<file path="src/rtl/dma_chain_pkg.sv">
package dma_chain_pkg;

  typedef enum logic [2:0] {
    ST_IDLE   = 3'd0,
    ST_LREQ   = 3'd1,
    ST_LWAIT  = 3'd2,
    ST_XSTART = 3'd3,
    ST_XWAIT  = 3'd4,
    ST_SREQ   = 3'd5,
    ST_SWAIT  = 3'd6
  } seq_state_t;

  localparam int LINK_WORDS = 4;
  localparam int LIST_WORDS = 2;
  localparam int IDX_W      = $clog2(LINK_WORDS);

  // word positions inside a link descriptor
  localparam logic [IDX_W-1:0] LW_SRC  = IDX_W'(0);
  localparam logic [IDX_W-1:0] LW_DST  = IDX_W'(1);
  localparam logic [IDX_W-1:0] LW_NEXT = IDX_W'(2);
  localparam logic [IDX_W-1:0] LW_CNT  = IDX_W'(3);

  // word positions inside a list descriptor
  localparam logic [IDX_W-1:0] LS_NEXT  = IDX_W'(0);
  localparam logic [IDX_W-1:0] LS_FIRST = IDX_W'(1);

  localparam logic [IDX_W-1:0] LINK_LAST = IDX_W'(LINK_WORDS - 1);
  localparam logic [IDX_W-1:0] LIST_LAST = IDX_W'(LIST_WORDS - 1);

endpackage

</file>
<file path="src/rtl/dma_chain_rst_sync.sv">
module dma_chain_rst_sync #(
  parameter int STAGES = 2
) (
  input  logic clk,
  input  logic rst_n,
  output logic rst_sync_n
);

  logic [STAGES-1:0] sync_q;

  always_ff @(posedge clk or negedge rst_n) begin
    if (!rst_n) sync_q <= '0;
    else        sync_q <= {sync_q[STAGES-2:0], 1'b1};
  end

  assign rst_sync_n = sync_q[STAGES-1];

endmodule

</file>
<file path="src/rtl/dma_chain_fsm.sv">
module dma_chain_fsm
  import dma_chain_pkg::*;
(
  input  logic             clk,
  input  logic             rst_n,
  input  logic             start,
  input  logic             start_ext,
  input  logic             mem_req_ready,
  input  logic             mem_rsp_valid,
  input  logic             xfer_done,
  input  logic             eol_link,
  input  logic             eol_list,
  output logic [IDX_W-1:0] word_idx,
  output logic             mem_req_valid,
  output logic             fetch_list,
  output logic             ld_start,
  output logic             ld_link_word,
  output logic             ld_list_word,
  output logic             adv_link,
  output logic             adv_list,
  output logic             xfer_start,
  output logic             busy,
  output logic             halted,
  output logic             done_pulse
);

  seq_state_t       state_q, state_d;
  logic [IDX_W-1:0] idx_q, idx_d;
  logic             ext_q;
  logic             halted_q;
  logic             done_q;
  logic             halt_set;

  always_comb begin
    state_d  = state_q;
    idx_d    = idx_q;
    ld_start = 1'b0;
    adv_link = 1'b0;
    adv_list = 1'b0;
    halt_set = 1'b0;
    case (state_q)
      ST_IDLE: begin
        if (start) begin
          state_d  = ST_LREQ;
          idx_d    = '0;
          ld_start = 1'b1;
        end
      end
      ST_LREQ: begin
        if (mem_req_ready) state_d = ST_LWAIT;
      end
      ST_LWAIT: begin
        if (mem_rsp_valid) begin
          if (idx_q == LINK_LAST) begin
            state_d = ST_XSTART;
          end else begin
            idx_d   = idx_q + 1'b1;
            state_d = ST_LREQ;
          end
        end
      end
      ST_XSTART: state_d = ST_XWAIT;
      ST_XWAIT: begin
        if (xfer_done) begin
          adv_link = 1'b1;
          idx_d    = '0;
          if (!eol_link) begin
            state_d = ST_LREQ;
          end else if (ext_q && !eol_list) begin
            state_d  = ST_SREQ;
            adv_list = 1'b1;
          end else begin
            state_d  = ST_IDLE;
            halt_set = 1'b1;
          end
        end
      end
      ST_SREQ: begin
        if (mem_req_ready) state_d = ST_SWAIT;
      end
      ST_SWAIT: begin
        if (mem_rsp_valid) begin
          if (idx_q == LIST_LAST) begin
            idx_d   = '0;
            state_d = ST_LREQ;
          end else begin
            idx_d   = idx_q + 1'b1;
            state_d = ST_SREQ;
          end
        end
      end
      default: state_d = ST_IDLE;
    endcase
  end

  always_ff @(posedge clk or negedge rst_n) begin
    if (!rst_n) begin
      state_q <= ST_IDLE;
      idx_q   <= '0;
    end else begin
      state_q <= state_d;
      idx_q   <= idx_d;
    end
  end

  always_ff @(posedge clk or negedge rst_n) begin
    if (!rst_n)        ext_q <= 1'b0;
    else if (ld_start) ext_q <= start_ext;
  end

  always_ff @(posedge clk or negedge rst_n) begin
    if (!rst_n)                    halted_q <= 1'b0;
    else if (ld_start || halt_set) halted_q <= halt_set;
  end

  always_ff @(posedge clk or negedge rst_n) begin
    if (!rst_n) done_q <= 1'b0;
    else        done_q <= halt_set;
  end

  assign word_idx      = idx_q;
  assign mem_req_valid = (state_q == ST_LREQ) || (state_q == ST_SREQ);
  assign fetch_list    = (state_q == ST_SREQ) || (state_q == ST_SWAIT);
  assign ld_link_word  = (state_q == ST_LWAIT) && mem_rsp_valid;
  assign ld_list_word  = (state_q == ST_SWAIT) && mem_rsp_valid;
  assign xfer_start    = (state_q == ST_XSTART);
  assign busy          = (state_q != ST_IDLE);
  assign halted        = halted_q;
  assign done_pulse    = done_q;

  AST_REQ_HELD: assert property (@(posedge clk) disable iff (!rst_n)
    mem_req_valid && !mem_req_ready |=> mem_req_valid);
  AST_ONE_OUTSTANDING: assert property (@(posedge clk) disable iff (!rst_n)
    mem_req_valid && mem_req_ready |=> !mem_req_valid);
  AST_XSTART_SINGLE: assert property (@(posedge clk) disable iff (!rst_n)
    xfer_start |=> !xfer_start);
  AST_START_ACCEPT: assert property (@(posedge clk) disable iff (!rst_n)
    start && !busy |=> busy && !halted);
  AST_BUSY_KEPT: assert property (@(posedge clk) disable iff (!rst_n)
    busy && !xfer_done |=> busy);
  AST_DONE_SINGLE: assert property (@(posedge clk) disable iff (!rst_n)
    done_pulse |=> !done_pulse);
  AST_HALT_STATUS: assert property (@(posedge clk) disable iff (!rst_n)
    done_pulse |-> halted && !busy);

endmodule

</file>
<file path="src/rtl/dma_chain_regs.sv">
module dma_chain_regs
  import dma_chain_pkg::*;
#(
  parameter int W          = 32,
  parameter int CNT_W      = 32,
  parameter int LINK_ALIGN = 5,
  parameter int LIST_ALIGN = 3
) (
  input  logic             clk,
  input  logic             rst_n,
  input  logic             ld_start,
  input  logic [W-1:0]     start_link,
  input  logic [W-1:0]     start_list,
  input  logic             ld_link_word,
  input  logic             ld_list_word,
  input  logic [IDX_W-1:0] word_idx,
  input  logic [W-1:0]     rsp_data,
  input  logic             adv_link,
  input  logic             adv_list,
  input  logic             fetch_list,
  output logic [W-1:0]     req_word_addr,
  output logic [W-1:0]     xfer_src,
  output logic [W-1:0]     xfer_dst,
  output logic [CNT_W-1:0] xfer_count,
  output logic             eol_link,
  output logic             eol_list
);

  localparam logic [W-1:0] LINK_MASK = ~((W'(1) << LINK_ALIGN) - W'(1));
  localparam logic [W-1:0] LIST_MASK = ~((W'(1) << LIST_ALIGN) - W'(1));

  logic [W-1:0]     cur_link_q, cur_link_d;
  logic [W-1:0]     next_link_q;
  logic [W-1:0]     cur_list_q;
  logic [W-1:0]     next_list_q, next_list_d;
  logic [W-1:0]     src_q, dst_q;
  logic [CNT_W-1:0] cnt_q;
  logic             cur_link_en, next_list_en;
  logic             src_en, dst_en, next_link_en, cnt_en;
  logic [W-1:0]     base_addr, byte_addr;

  // current link pointer: start value, chain advance, or first link of a list
  always_comb begin
    cur_link_en = ld_start || adv_link || (ld_list_word && word_idx == LS_FIRST);
    if (ld_start)      cur_link_d = start_link & LINK_MASK;
    else if (adv_link) cur_link_d = next_link_q & LINK_MASK;
    else               cur_link_d = rsp_data & LINK_MASK;
  end

  always_comb begin
    next_list_en = ld_start || (ld_list_word && word_idx == LS_NEXT);
    next_list_d  = ld_start ? start_list : rsp_data;
  end

  always_comb begin
    src_en       = ld_link_word && word_idx == LW_SRC;
    dst_en       = ld_link_word && word_idx == LW_DST;
    next_link_en = ld_link_word && word_idx == LW_NEXT;
    cnt_en       = ld_link_word && word_idx == LW_CNT;
  end

  always_ff @(posedge clk or negedge rst_n) begin
    if (!rst_n)           cur_link_q <= '0;
    else if (cur_link_en) cur_link_q <= cur_link_d;
  end

  always_ff @(posedge clk or negedge rst_n) begin
    if (!rst_n)            next_list_q <= '0;
    else if (next_list_en) next_list_q <= next_list_d;
  end

  always_ff @(posedge clk or negedge rst_n) begin
    if (!rst_n)        cur_list_q <= '0;
    else if (adv_list) cur_list_q <= next_list_q & LIST_MASK;
  end

  always_ff @(posedge clk or negedge rst_n) begin
    if (!rst_n)            next_link_q <= '0;
    else if (next_link_en) next_link_q <= rsp_data;
  end

  always_ff @(posedge clk or negedge rst_n) begin
    if (!rst_n) begin
      src_q <= '0;
      dst_q <= '0;
      cnt_q <= '0;
    end else begin
      if (src_en) src_q <= rsp_data;
      if (dst_en) dst_q <= rsp_data;
      if (cnt_en) cnt_q <= rsp_data[CNT_W-1:0];
    end
  end

  always_comb begin
    base_addr     = fetch_list ? cur_list_q : cur_link_q;
    byte_addr     = base_addr + W'({word_idx, 2'b00});
    req_word_addr = byte_addr >> 2;
  end

  assign xfer_src   = src_q;
  assign xfer_dst   = dst_q;
  assign xfer_count = cnt_q;
  assign eol_link   = next_link_q[0];
  assign eol_list   = next_list_q[0];

  AST_LIST_ONLY_IN_EXT: assert property (@(posedge clk) disable iff (!rst_n)
    adv_list |-> eol_link && !eol_list);

endmodule

</file>
<file path="src/rtl/dma_chain_seq.sv">
module dma_chain_seq
  import dma_chain_pkg::*;
#(
  parameter int W          = 32,
  parameter int CNT_W      = 32,
  parameter int LINK_ALIGN = 5,
  parameter int LIST_ALIGN = 3,
  parameter int RST_STAGES = 2
) (
  input  logic             clk,
  input  logic             rst_n,
  input  logic             start,
  input  logic             start_ext,
  input  logic [W-1:0]     start_link,
  input  logic [W-1:0]     start_list,
  output logic             mem_req_valid,
  input  logic             mem_req_ready,
  output logic [W-1:0]     mem_req_addr,
  input  logic             mem_rsp_valid,
  input  logic [W-1:0]     mem_rsp_data,
  output logic             xfer_start,
  output logic [W-1:0]     xfer_src,
  output logic [W-1:0]     xfer_dst,
  output logic [CNT_W-1:0] xfer_count,
  input  logic             xfer_done,
  output logic             busy,
  output logic             halted,
  output logic             done_pulse
);

  logic             rst_sync_n;
  logic [IDX_W-1:0] word_idx;
  logic             fetch_list;
  logic             ld_start, ld_link_word, ld_list_word;
  logic             adv_link, adv_list;
  logic             eol_link, eol_list;

  dma_chain_rst_sync #(.STAGES(RST_STAGES)) u_rst (
    .clk        (clk),
    .rst_n      (rst_n),
    .rst_sync_n (rst_sync_n)
  );

  dma_chain_fsm u_fsm (
    .clk           (clk),
    .rst_n         (rst_sync_n),
    .start         (start),
    .start_ext     (start_ext),
    .mem_req_ready (mem_req_ready),
    .mem_rsp_valid (mem_rsp_valid),
    .xfer_done     (xfer_done),
    .eol_link      (eol_link),
    .eol_list      (eol_list),
    .word_idx      (word_idx),
    .mem_req_valid (mem_req_valid),
    .fetch_list    (fetch_list),
    .ld_start      (ld_start),
    .ld_link_word  (ld_link_word),
    .ld_list_word  (ld_list_word),
    .adv_link      (adv_link),
    .adv_list      (adv_list),
    .xfer_start    (xfer_start),
    .busy          (busy),
    .halted        (halted),
    .done_pulse    (done_pulse)
  );

  dma_chain_regs #(
    .W          (W),
    .CNT_W      (CNT_W),
    .LINK_ALIGN (LINK_ALIGN),
    .LIST_ALIGN (LIST_ALIGN)
  ) u_regs (
    .clk           (clk),
    .rst_n         (rst_sync_n),
    .ld_start      (ld_start),
    .start_link    (start_link),
    .start_list    (start_list),
    .ld_link_word  (ld_link_word),
    .ld_list_word  (ld_list_word),
    .word_idx      (word_idx),
    .rsp_data      (mem_rsp_data),
    .adv_link      (adv_link),
    .adv_list      (adv_list),
    .fetch_list    (fetch_list),
    .req_word_addr (mem_req_addr),
    .xfer_src      (xfer_src),
    .xfer_dst      (xfer_dst),
    .xfer_count    (xfer_count),
    .eol_link      (eol_link),
    .eol_list      (eol_list)
  );

  AST_ADDR_HELD: assert property (@(posedge clk) disable iff (!rst_sync_n)
    mem_req_valid && !mem_req_ready |=> $stable(mem_req_addr));
  AST_XFER_FIELDS_HELD: assert property (@(posedge clk) disable iff (!rst_sync_n)
    xfer_start |=> $stable(xfer_src) && $stable(xfer_dst) && $stable(xfer_count));

endmodule

</file>
<file path="config.mk">
export PLATFORM = sky130hd
export DESIGN_NAME = dma_chain_seq
export DESIGN_NICKNAME = d
export VERILOG_FILES = /design/src/rtl/dma_chain_pkg.sv /design/src/rtl/dma_chain_rst_sync.sv /design/src/rtl/dma_chain_fsm.sv /design/src/rtl/dma_chain_regs.sv /design/src/rtl/dma_chain_seq.sv
export SDC_FILE = /design/constraint.sdc
export NUM_CORES = 1
export LEC_CHECK = 0
export BUFFER_PORTS_ARGS = -buffer_cell sky130_fd_sc_hd__buf_2
export CAP_MARGIN = 20
export CORE_MARGIN = 2
export CORE_UTILIZATION = 54
export CTS_CLUSTER_SIZE = 20
export DETAILED_ROUTE_END_ITERATION = 8
export GPL_TIMING_DRIVEN = 1
export HOLD_SLACK_MARGIN = 0.08
export PLACE_DENSITY = 0.77
export SYNTH_ARGS = -nofsm -noshare
export SYNTH_HDL_FRONTEND = slang
export SYNTH_SLANG_ARGS = --single-unit
</file>
<file path="constraint.sdc">
create_clock -name clk -period 9 [get_ports clk]
set_input_delay 1.8 -clock clk [delete_from_list [all_inputs] [get_ports clk]]
set_output_delay 1.8 -clock clk [all_outputs]
set_load 0.05 [all_outputs]
</file>
After elaboration in Yosys (flattened, before gate mapping)
Index checks and enable logic that the tools add are counted.
- output and inout port bits: 133
- register bits after elaboration: 231
- bits of input ports: 103
- reduce and logical (&&, ||, !) cells: 22
- equal/unequal tests: 16
- multiplexer cells: 34
- add/sub/neg operators: 2
- operator list (cell ; count):
    $mux 32 ; 4
    $add 32x4->32 ; 1
    $mux 3 ; 9
    $pmux 3 s7 ; 1
    $mux 2 ; 7
    $ne 2x2->1 const B ; 7
    $mux 1 ; 12
    $reduce_and 6->1 ; 2
    $eq 3x3->1 const B ; 3
    $logic_and 1x1->1 ; 9
    $pmux 2 s4 ; 1
    $eq 3x2->1 const B ; 2
    $logic_or 1x1->1 ; 6
    $eq 2x2->1 const B ; 2
    $reduce_bool 4->1 ; 1
    $eq 3x1->1 const B ; 1
    $logic_not 3->1 ; 1
    $reduce_bool 3->1 ; 1
    $add 2x1->2 const B ; 1
    $eq 2x1->1 const B ; 1
    $logic_not 2->1 ; 1
    $logic_not 1->1 ; 1

Longest topological paths before layout
Gate-level depths: netlist of the first run.
- depth in word-level cells: 7
- depth in mapped cells: 11

Modules after synthesis
From an unflattened synthesis of the first run, not the netlist that was laid out.
- cells, all modules: 880
- area, all modules: 10388.7 um^2
- modules (own cells, without submodules) (module ; instances ; cells an instance ; area each (um^2)):
    dma_chain_regs ; 1 ; 807 ; 9748.1
    dma_chain_fsm ; 1 ; 70 ; 586.8
    dma_chain_rst_sync ; 1 ; 3 ; 53.8

Worst setup path after synthesis of the first run
No wires, ideal clock.
- path type: register -> output
- from: reg u_fsm.state_q[1]
- to: out mem_req_addr[14]
- buffers on the path: 1
- slack: 4.106 ns
- data arrival time: 3.094 ns
- cell stages (with the launch flop): 11
- path through: dfrtp_1 > buf_4 > xor2_1 > and3_1 > ha_1 > nand3_1 > nor3_1 > and3_1 > nand3_1 > xor2_1 > o21ai_0
- longest elaborated chain between the ends: 4
- RTL lines (element ; RTL line ; source):
    from (decl) ; dma_chain_fsm.sv:27 ; seq_state_t state_q, state_d;
    from (signal assigned) ; dma_chain_fsm.sv:101 ; state_q <= state_d;
    $eq 3x3->1 ; dma_chain_fsm.sv:123 ; assign fetch_list = (state_q == ST_SREQ) || (state_q == ST_SWAIT);
    $logic_or 1x1->1 * ; dma_chain_fsm.sv:123 ;
    $mux 32 * ; dma_chain_regs.sv:95 ; base_addr = fetch_list ? cur_list_q : cur_link_q;
    $add 32x4->32 * ; dma_chain_regs.sv:96 ; byte_addr = base_addr + W'({word_idx, 2'b00});
    to (decl) ; dma_chain_seq.sv:18 ; output logic [W-1:0] mem_req_addr,
Mark *: on every way between the ends. The rest lies on a longest branch, timed or not.

Worst setup path after layout of the first run
- from: reg u_fsm.state_q[0]
- to: out mem_req_addr[19]
The elaborated chain is that of the path after synthesis.

==> results of run 1 <==
stage by stage:
step | util | total power, W
5_1_grt | 0.668 | 0.00459
3_3_place_gp | 0.620 | 0.00329
3_5_place_dp | 0.620 | 0.00334
6_report | 0.668 | 0.00438
4_1_cts | 0.667 | 0.00440
2_1_floorplan | - | 0.00288
layout make-up:
type	instances	area [sq um]
multi-input combinational	588	4510
sequential	220	5510
inverter	9	33.8
tap	234	293
clock buffer	36	717
timing repair buffer	238	1240
clock inverter	10	155
antenna	2	5.00
fill	1428	6180
state kept, by name, indices dropped and copies added (netlist names):
| signal | flops |
|---|---|
| u_regs.xfer_src | 32 |
| u_regs.cur_list_q | 29 |
| u_regs.next_list_q | 30 |
| u_fsm.state_q | 3 |
| u_fsm.halted | 1 |
| u_regs.xfer_count | 32 |
| u_regs.xfer_dst | 32 |
| u_regs.cur_link_q | 27 |
| u_fsm.done_pulse | 1 |
| u_regs.next_link_q | 28 |
| u_rst.sync_q | 2 |
| u_fsm.word_idx | 2 |
| u_fsm.ext_q | 1 |
critical path: cells and delay by family, from the launching register on:
kind | cells | cell delay [ps]
multiplexers | 1 | 250
XOR/XNOR | 2 | 620
flip-flops | 1 | 660
buffers and inverters | 1 | 320
adder cells (fa/ha/maj) | 2 | 380
AND/OR/NAND/NOR | 3 | 660
AO/OA/AOI/OAI | 2 | 430
kinds of logic (layout without fill, tap and decap cells):
kind of cell / count (synthesis) / count (layout) / share of synthesized area
multiplexers: 235 / 235 / 0.248
flip-flops: 220 / 220 / 0.537
AND/OR/NAND/NOR: 190 / 190 / 0.0852
AO/OA/AOI/OAI: 118 / 118 / 0.0641
buffers and inverters: 59 / 293 / 0.0254
XOR/XNOR: 35 / 35 / 0.0306
adder cells (fa/ha/maj): 7 / 7 / 0.00854
other: 2 / 5 / 0.000733
metal layers:
metal	routed length, um	vias up
met3	1370	45
met5	0	-
met4	686	0
li1	-	3475
met1	11600	3745
met2	11800	189
synthesized netlist by cell type (all sizes together):
library cell / number / area share
dfrtp: 220 / 0.54
mux2: 155 / 0.17
nand2: 91 / 0.033
mux2i: 80 / 0.078
o21ai: 67 / 0.033
nor2: 44 / 0.016
a21oi: 34 / 0.017
buf: 29 / 0.014
xnor2: 24 / 0.021
clkbuf: 21 / 0.0077
nand3: 17 / 0.0088
xor2: 11 / 0.0094
and3: 10 / 0.0061
inv: 9 / 0.0033
nor3: 9 / 0.0044
ha: 7 / 0.0085
nor4: 7 / 0.0076
a21o: 4 / 0.0029
nor3b: 4 / 0.0029
a211oi: 3 / 0.0027
nand4: 3 / 0.0018
a311oi: 2 / 0.0023
a41oi: 2 / 0.0017
conb: 2 / 0.00073
nor2b: 2 / 0.0012
a22o: 1 / 0.00085
a22oi: 1 / 0.0012
a31oi: 1 / 0.00061
a32o: 1 / 0.00098
and2: 1 / 0.00061
nor4b: 1 / 0.0015
o22ai: 1 / 0.00061
o31a: 1 / 0.00085
or2: 1 / 0.00061
power by group through the flow:
stage	Sequential [W]	Clock (W)	Combinational, W
global placement	0.00152	0	0.00177
detailed placement	0.00154	0	0.00180
CTS	0.00153	0.00107	0.00180
floorplan	0.00197	0	0.000919
global route	0.00157	0.00111	0.00191
finish	0.00153	0.00105	0.00180
worst max-delay path by stage:
stage,endpoint,slack [ps],cells after the start
6_report,mem_req_addr[19],3360,11
5_1_grt,mem_req_addr[19],3030,11
2_1_floorplan,u_fsm.done_pulse,2420,0
4_1_cts,mem_req_addr[19],3370,11
3_3_place_gp,mem_req_addr[19],4000,11
3_5_place_dp,mem_req_addr[19],3930,11
==> metrics, run 1 <==
outcome=finished, final reports clean; sw frac=0.436; met1 usage=0.359; PwrDens=351 nW/um^2; Hold Violations, Final=0; Site Rows=50; Fmax=0.177 GHz; CTS tree=built; final hold slack=roughly 350 ps; HP Class=flop to flop; grt met3 use=0.0483; share of layout cells above drive strength 1=0.410; core area=~19000 sq um; crit end category=output pin; cts repair resizes=0; Hold Crit Start=u_rst.sync_q[0]; Starting DRT DRC Count=slightly below 400; CP max FO=14; H-tree depth=1; Top Usage Layer GRT=met2; Peak VDD IR=between 0.2 and 0.3 mV; WL final=25600 um; final instance area=between 10000 and 15000 sq um; Detailed Routing Iterations Pass 1=4; post-synthesis cell type count=45; Psw=0.00191 W; reg-to-reg startpoint=u_fsm.state_q[2]; leading cell type in the layout, fill and taps excluded=buf_2; Root Driver=clkbuf_16; Die W=around 140 um; die area=20100 sq um; Num CTS Buffers=25; Initial Utilization=0.550; pins over their slew limit=0; grt ovf=0; register area share after synthesis=0.537; CP arrival=3840 ps; Hold Path Depth=0; reg2reg end=u_regs.cur_list_q[21]; Detailed Place HPWL=around 18000 um; Die Y=~140 um; Critical Path Start=u_fsm.state_q[0]; Layout Cells excl Fill=roughly 1300; Cells after Synth=roughly 870; Post-CTS Hold Fix Bufs=0; Post-Place Cells=1288; largest net degree at the start of global routing=97; crit-path cells=xor2_1, and3_1, ha_1, ha_1, nand2_1, a211oi_2, a22oi_2, nor4b_2, xnor2_1, mux2i_1, buf_2; antenna violations before repair=1; flop2flop setup slack=6270 ps; Critical Path RT=7200 ps; skew final=between 8 and 9 ps; Mapped Area=between 10000 and 15000 sq um; clock-pin slew on the worst setup and hold paths=60 ps; mean area per synthesized cell=around 12 sq um; net count reported at finish=1192; clk sink count=220; dpl cell area=about 12000 sq um; Worst path max stage delay=660 ps; clock tree buffer depth=3; clock share of power=0.241; Worst Hold End=u_rst.sync_q[1]; max-cap viol count=0; wire per inst=between 15 and 20 um; Flop pwr share=0.349; Final Wtd Congestion=roughly 0.85; pre-CTS setup slack=3930 ps; I/O Buffers=226; Top-Level Pins=between 200 and 250; internal power=about 0.0025 W; CP max stage cell=dfrtp_1; final setup fails=0; crit-path most repeated cell=ha_1; number of global-route vias before repair=between 7000 and 8000; critical path launch point type=flop; DR vias/cell=5.58; DRT antenna net count=0; min setup slack post-route=3360 ps; worst setup path category=flop to output pin; All-Layer GR Usage=0.253; Final Cycle Share=0.626; Leakage Power=~6.1 nW; Max-slew headroom=0.280; Area Overhead vs Synth=21.6%; vias after detailed routing=7454; global-route wire length before repair=roughly 40000 um; worst slew pin tran=roughly 1100 ps; RSZ-0062 raised after global routing=no; Ys Warns=0; combinational cell fraction of total power=0.410; commonest cells after routing, fill and taps aside=226 x buf_2, 219 x dfrtp_1, 155 x mux2_2; clk_lat worst skew=roughly 520 ps; Setup TNS=0 ps; Setup Buffers After CTS=0; drt drc=0; minimum clock period=roughly 5600 ps; worst reg-to-reg path cell count=6; GR Util met2=0.402; flops & latches, synth=220
(Power assumes the default switching activity.)
==> run 2: changes to the inputs <==
==> constraint.sdc (replaced) <==
create_clock -name clk -period 5.5 [get_ports clk]
set_input_delay 1.1 -clock clk [delete_from_list [all_inputs] [get_ports clk]]
set_output_delay 1.1 -clock clk [all_outputs]
set_load 0.05 [all_outputs]
==> run 2 against run 1 <==
  * Cell area fell by 0.54%
  * Critical path depth rose by 1
  * Core utilization fell by 0.36 points
  * Largest cell class unchanged
  * Critical endpoint is now mem_req_addr[17]
  * Critical path type unchanged
==> metrics, run 2 (same netlist as run 1, synthesis figures left out) <==
outcome=finished, final reports clean; clk sink count=220 (unchanged); minimum clock period=about 4700 ps; Routed met1 length=11700 um (+0.72%); CP arrival=3580 ps (-260 ps); fillcell total=1425 (-0.21%); Peak VDD IR=0.418 mV (+55%); Critical Path RT=4400 ps (-2800 ps); uppermost routed layer=met4; global-route wire length before repair=40300 um (+0.57%); pins over their slew limit=0 (unchanged); Setup TNS=0 ps (unchanged); I/O Buffers=226 (unchanged); Num CTS Buffers=24 (-4.0%); Post-CTS Hold Fix Bufs=0 (unchanged); die area=20100 sq um (unchanged); DR vias/cell=5.61 (+0.57%); cts repair resizes=0 (unchanged); number of global-route vias before repair=7366 (-3.2%); max-cap viol count=0 (unchanged); Final Wtd Congestion=0.858 (+1.1%); Site Rows=50 (unchanged); Area Overhead vs Synth=20.9%; pre-CTS setup slack=1380 ps (-2540 ps); final setup fails=0 (unchanged); clock-pin slew on the worst setup and hold paths=70 ps (about the same); PwrDens=573 nW/um^2 (+63%); antenna violations before repair=0 (-1); Die W=142 um (unchanged); share of layout cells above drive strength 1=0.410 (about the same); routed wl met2=11900 um (+0.12%); Setup Buffers After CTS=0 (unchanged); leading cell type in the layout, fill and taps excluded=buf_2; H-tree depth=1 (unchanged); core area=18600 sq um (unchanged); Die Y=142 um (unchanged); HP Class=flop to asynchronous set/reset pin; Root Driver=clkbuf_16; min setup slack post-route=816 ps (-2550 ps); Starting DRT DRC Count=484 (+25%); DRT antenna net count=0 (unchanged); RSZ-0062 raised after global routing=no; wire per inst=19.2 um (+0.43%); largest net degree at the start of global routing=181 (+87%); clk_lat worst skew=530 ps (about the same); Detailed Routing Iterations Pass 1=5 (+1); flop2flop setup slack=2490 ps (-3780 ps); Detailed Place HPWL=17600 um (-1.1%); CTS tree=built; All-Layer GR Usage=0.255 (+0.00181); Final Cycle Share=0.852; grt ovf=0 (unchanged); Leakage Power=6.08 nW (-0.62%); skew final=19.5 ps (+10.6 ps); crit end category=output pin; WL final=25500 um (-0.17%); drt drc=0 (unchanged); worst slew pin tran=1040 ps (-41.4 ps); CP max FO=14 (unchanged); worst setup path category=flop to output pin; Hold Violations, Final=0 (unchanged); critical path launch point type=flop; Top-Level Pins=236 (unchanged); net count reported at finish=1188 (-0.34%); Max-slew headroom=0.308 (+0.0276); Fmax=about 0.21 GHz; clock tree buffer depth=3 (unchanged); Initial Utilization=0.550 (unchanged); vias after detailed routing=7452 (-0.027%); wire length on met3=1360 um (-1.2%); commonest cells after routing, fill and taps aside=226 x buf_2, 219 x dfrtp_1, 155 x mux2_2
## run 2: final cells by class
type	count	area (sq um)	area share
Sequential cell	220	5510	0.444
Multi-Input combinational cell	588	4510	0.364
Timing Repair Buffer	235	1210	0.0977
Clock buffer	35	722	0.0582
Tap cell	234	293	0.0236
Clock inverter	7	113	0.00909
Inverter	9	33.8	0.00273
Antenna cell	1	2.50	0.000202
## run 2: worst paths after layout
path,start,endpoint,cells after the start
max in group asynchronous,u_rst.sync_q[1],u_regs.xfer_src[0],1
worst min register to register,u_rst.sync_q[1],u_regs.xfer_dst[19],0
min in group clk,u_rst.sync_q[0],u_rst.sync_q[1],0
worst min-delay path,u_rst.sync_q[1],u_regs.xfer_dst[19],0
worst max register to register,u_fsm.state_q[2],u_regs.cur_list_q[27],5
worst max-delay path,u_fsm.state_q[0],mem_req_addr[17],12
## run 2: through the flow
stage | utilization | area [sq um] | instances | total power [W] | hold slack (ps)
final | 0.665 | 12400 | 1329 | 0.00710 | 315
after global routing | 0.665 | 12400 | 1328 | 0.00746 | 324
after CTS | 0.665 | 12400 | 1328 | 0.00714 | 324
after detailed placement | 0.620 | 11600 | 1286 | 0.00546 | 319
after global placement | 0.620 | 11600 | 1286 | 0.00539 | 323
after floorplan | - | 10300 | 867 | 0.00472 | 331
## run 2: worst max-delay path, stage by stage, from the launching register on
cell      delay, ps
dfrtp_1         550
xor2_1          210
buf_4           190
and3_1          190
ha_1            190
ha_1            230
nand2_1         120
a211oi_2         50
a22oi_2         510
nor3b_1         150
xnor2_1         150
mux2i_1         200
buf_2           320
## run 2: metal layers
| layer | vias up | GRT usage |
|---|---|---|
| li1 | 3464 | - |
| met1 | 3735 | 0.372 |
| met2 | 210 | 0.399 |
| met3 | 43 | 0.0476 |
| met4 | 0 | 0.0605 |
| met5 | - | 0 |
## run 2: where the power goes
| group | leakage (nW) | internal (W) | switching [W] |
|---|---|---|---|
| Sequential | 2.89 | 0.00214 | 0.000375 |
| Combinational | 2.78 | 0.000854 | 0.00208 |
| Clock | 0.408 | 0.00101 | 0.000650 |
